--- config.mk ---
export PLATFORM = sky130hd
export DESIGN_NAME = dfs_stack
export DESIGN_NICKNAME = d
export VERILOG_FILES = /design/src/rtl/dfs_stack.sv
export SDC_FILE = /design/constraint.sdc
export NUM_CORES = 1
export LEC_CHECK = 0
export BUFFER_PORTS_ARGS = -buffer_cell sky130_fd_sc_hd__buf_2
export CAP_MARGIN = 0
export CORE_UTILIZATION = 38
export CTS_CLUSTER_SIZE = 14
export DETAILED_ROUTE_END_ITERATION = 8
export SETUP_SLACK_MARGIN = 0.1
export SLEW_MARGIN = 20
export SYNTH_ARGS = -nofsm -noshare
export SYNTH_HDL_FRONTEND = slang
export SYNTH_SLANG_ARGS = --single-unit
--- constraint.sdc ---
create_clock -name clk -period 5.5 [get_ports clk]
set_input_delay 0.825 -clock clk [delete_from_list [all_inputs] [get_ports clk]]
set_output_delay 0.825 -clock clk [all_outputs]
set_load 0.05 [all_outputs]
--- src/rtl/dfs_stack.sv ---
module dfs_stack #(
  parameter int N  = 16,
  parameter int VW = $clog2(N),
  parameter int PW = VW + 1,
  parameter int SW = $clog2(N + 1)
) (
  input  logic          clk,
  input  logic          rst_n,
  input  logic          clr,
  input  logic          push,
  input  logic [VW-1:0] push_v,
  input  logic          adv,
  input  logic          pop,
  output logic [VW-1:0] top_v,
  output logic [PW-1:0] top_p,
  output logic [SW-1:0] depth
);
  logic [VW-1:0] ent_v [N];
  logic [PW-1:0] ent_p [N];
  logic [VW-1:0] tidx;

  assign tidx  = VW'(depth - SW'(1));
  assign top_v = ent_v[tidx];
  assign top_p = ent_p[tidx];

  always_ff @(posedge clk or negedge rst_n) begin
    if (!rst_n) begin
      depth <= '0;
      for (int i = 0; i < N; i++) begin
        ent_v[i] <= '0;
        ent_p[i] <= '0;
      end
    end else if (clr) begin
      depth <= '0;
    end else begin
      if (adv) ent_p[tidx] <= ent_p[tidx] + PW'(1);
      if (push) begin
        ent_v[VW'(depth)] <= push_v;
        ent_p[VW'(depth)] <= '0;
        depth <= depth + SW'(1);
      end else if (pop) begin
        depth <= depth - SW'(1);
      end
    end
  end


  no_overflow_chk: assert property (@(posedge clk) disable iff (!rst_n)
    push |-> (depth < SW'(N)));


  no_underflow_chk: assert property (@(posedge clk) disable iff (!rst_n)
    pop |-> (depth != '0));
endmodule

==> results.py <==
metrics = {
    "outcome": {
        "status": "finished, final reports clean",
    },
    "logic_synthesis": {
        "synth_ff_type": "dfrtp_1",
        "synth-compound-area-share_pct": 9.46,
        "synthCells": 579,
        "yosysWarnings": 0,
        "syn_avg_cell_area_um2": 12.5,
        "synth_top_family_by_area": "multiplexers",
        "yosys.area_share.simple_pct": 9.39,
        "ys_types": 43,
        "ys_ff_latch": 149,
        "async_reset_ff_share_pct": 100,
        "synth_xor_area_share_pct": 1.31,
        "synth_edf_count": 0,
        "syn_nets": 596,
        "syn_area_um2": 7240,
        "synthAdderAreaFrac_pct": 1.21,
        "synthMuxAreaShare_pct": 24.8,
        "ys_seq_area_share_pct": 51.5,
    },
    "clock_network": {
        "clkTransAtPathRegs_ps": 60,
        "clock-root-buffer": "clkbuf_16",
        "cts_tree": "built",
        "cts_buffers": 17,
        "post-cts-setup-buffer-count": 0,
        "cts-resized-gates": 0,
        "ctsHoldBuffers": 0,
        "cts_max_level": 4,
        "max-clock-path-buffers": 2,
        "cts_sinks": 149,
        "clock_latency_ps": 430,
    },
    "floorplan": {
        "die_area_um2": 19600,
        "die_h_um": 140,
        "io_pins": 24,
        "die_w_um": 140,
        "std_cell_rows": 50,
        "start_util_pct": 38.7,
        "core_area_um2": 18700,
    },
    "global_route": {
        "antenna_found_initial": 0,
        "grt_max_degree": 97,
        "grt_pass1_wl_um": 29600,
        "first_global_vias": 5317,
        "overflow": 0,
        "track_usage_pct": 20.1,
    },
    "detailed_routing": {
        "routedWlPerCell_um": 21.9,
        "met1Wirelength_um": 7960,
        "met3_length_um": 1050,
        "routed.top_layer": "met4",
        "drt_iter0_markers": 334,
        "ant_nets": 0,
        "dr_wl_met2_um": 9130,
        "vias_per_cell": 5.89,
        "vias": 4970,
        "wl_um": 18500,
        "drtPass1Iterations": 5,
        "route.detailed.drc": 0,
    },
    "power_and_ir_drop": {
        "peakVddDrop_v": 0.000250,
        "clockPowerShare_pct": 33.3,
        "p_sw_mw": 1.14,
        "combPwrFrac_pct": 24.9,
        "intPower_mw": 2.34,
        "seqPwrFrac_pct": 41.7,
        "swShare_pct": 32.7,
        "p_per_area_nw_per_um2": 426,
        "p_leak_nw": 3.49,
    },
    "sta": {
        "worst_pin_slew_ps": 1000,
        "period_needed_ps": 4730,
        "drv_slew": 0,
        "final.setup.tns_ps": 0,
        "fin_skew_ps": 8.53,
        "fmax_mhz": 211,
        "slew_headroom_pct": 32.5,
        "fin_crit_sh_pct": 86.1,
        "rsz0062_at_grt": "false",
        "finalHoldViolations": 0,
        "fin_hold_ws_ps": 478,
        "setup-violations-final": 0,
    },
    "final_layout": {
        "drive_gt1_share_pct": 29.0,
        "postLayoutCellArea_um2": 8150,
        "antenna_cells": 0,
        "area_delta_synth_final_pct": 12.6,
        "nNetsFinal": 614,
    },
    "setup_path": {
        "crit_required_ps": 4680,
        "reg2reg_slack_ps": 1350,
        "reg2reg_to": "ent_p[44]",
        "cp.arrival_ps": 3910,
        "worst_r2r_path_depth": 11,
        "cp_max_fo": 25,
        "crit_path_end_kind": "output port",
        "r2r_start": "depth[0]",
        "crit_type": "reg2out",
        "critPathLaunchType": "flip-flop",
    },
    "min_path": {
        "holdCritPathClass": "in2async",
    },
    "place": {
        "gp_congestion": 0.847,
        "dpl_cell_area_um2": 7570,
        "io_buffer_count": 23,
        "dp.final_hpwl_um": 12600,
    },
    "run": {
        "max-cap-violations": 0,
    },
}
## layer usage
metal,vias to the layer above,track usage [%]
li1,2201,-
met3,32,5.71
met1,2572,25.8
met2,165,32.3
met5,-,0
met4,0,7.23
## cells by family after synthesis
family / count (synthesis)
buffers and inverters: 36
AND/OR/NAND/NOR: 152
AO/OA/AOI/OAI: 108
adder cells (fa/ha/maj): 7
XOR/XNOR: 10
flip-flops: 149
multiplexers: 117
## cell type report
type | count | area (µm²)
clock inverter | 14 | 155
tap | 234 | 293
timing repair buffer | 32 | 189
inverter | 3 | 11.3
clock buffer | 18 | 429
sequential | 149 | 3730
fill | 1696 | 10600
multi-input combinational | 394 | 3340
## cell usage after synthesis, types with 4 or more instances
master	number	area share, %
mux2_2	64	10
a21o_1	8	0.83
nand2b_1	8	0.69
nand2_1	72	3.7
dfrtp_1	149	52
nor2_1	22	1.1
nand4_1	6	0.52
buf_2	11	0.76
or4_1	4	0.42
clkbuf_1	11	0.57
mux4_2	41	13
mux2i_1	9	1.2
buf_1	8	0.42
o2bb2ai_1	20	2.4
o211ai_1	4	0.42
nor3_1	13	0.90
o22ai_1	4	0.35
o21ai_0	48	3.3
o21ai_1	13	0.90
ha_1	7	1.2
xor2_1	4	0.48
xnor2_1	5	0.61
nand3_1	21	1.5
## per-stage QoR
stage / cells / worst slack (ps) / utilization, % / total power [mW]
after detailed placement: 812 / 1150 / 40.4 / 2.33
after global routing: 844 / 526 / 43.6 / 3.62
final: 844 / 766 / 43.6 / 3.47
after CTS: 844 / 681 / 43.6 / 3.49
after global placement: 812 / 1240 / 40.4 / 2.30
after floorplan: 579 / 585 / - / 2.08
## worst max path at each step
stage | from | endpoint | slack (ps) | cells after the start
after floorplan | depth[0] | top_v[0] | 590 | 10
after global placement | depth[0] | top_v[1] | 1240 | 6
after detailed placement | depth[0] | top_v[3] | 1150 | 6
after CTS | depth[0] | top_v[3] | 680 | 6
after global routing | depth[0] | top_v[3] | 530 | 6
final | depth[0] | top_v[3] | 770 | 6
## worst max-delay path, cell delays in order, from the launching register on
cell	delay, ps
dfrtp_2	790
inv_1	250
ha_1	960
buf_4	390
mux4_2	350
mux4_2	500
buf_2	230
## cells in the final DEF (no fill, tap or decap), types with 4 or more instances in the layout
cell type and instances:
buf_2 22, a21o_1 8, ha_1 7, clkbuf_16 17, mux2i_1 8, nand4_1 6, o211ai_1 4, nand2b_1 8
nand3_1 21, xor2_1 4, mux4_2 41, o22ai_1 4, nand2_1 72, or4_1 4, o21ai_1 13, mux2_2 64
nor3_1 13, clkinv_4 6, dfrtp_1 148, o21ai_0 48, nor2_1 22, buf_4 9, xnor2_1 5, o2bb2ai_1 20
## registers in the layout, indices dropped and copies added (netlist names)
signal and flops:
depth 5, ent_p 80, ent_v 64
## power groups by stage
stage          clock [mW]  sequential (mW)  combinational (mW)
2_1_floorplan           0             1.41               0.676
3_3_place_gp            0             1.46               0.842
3_5_place_dp            0             1.46               0.865
4_1_cts              1.18             1.45               0.868
5_1_grt              1.23             1.47               0.927
6_report             1.16             1.45               0.866
(Power assumes the default switching activity.)
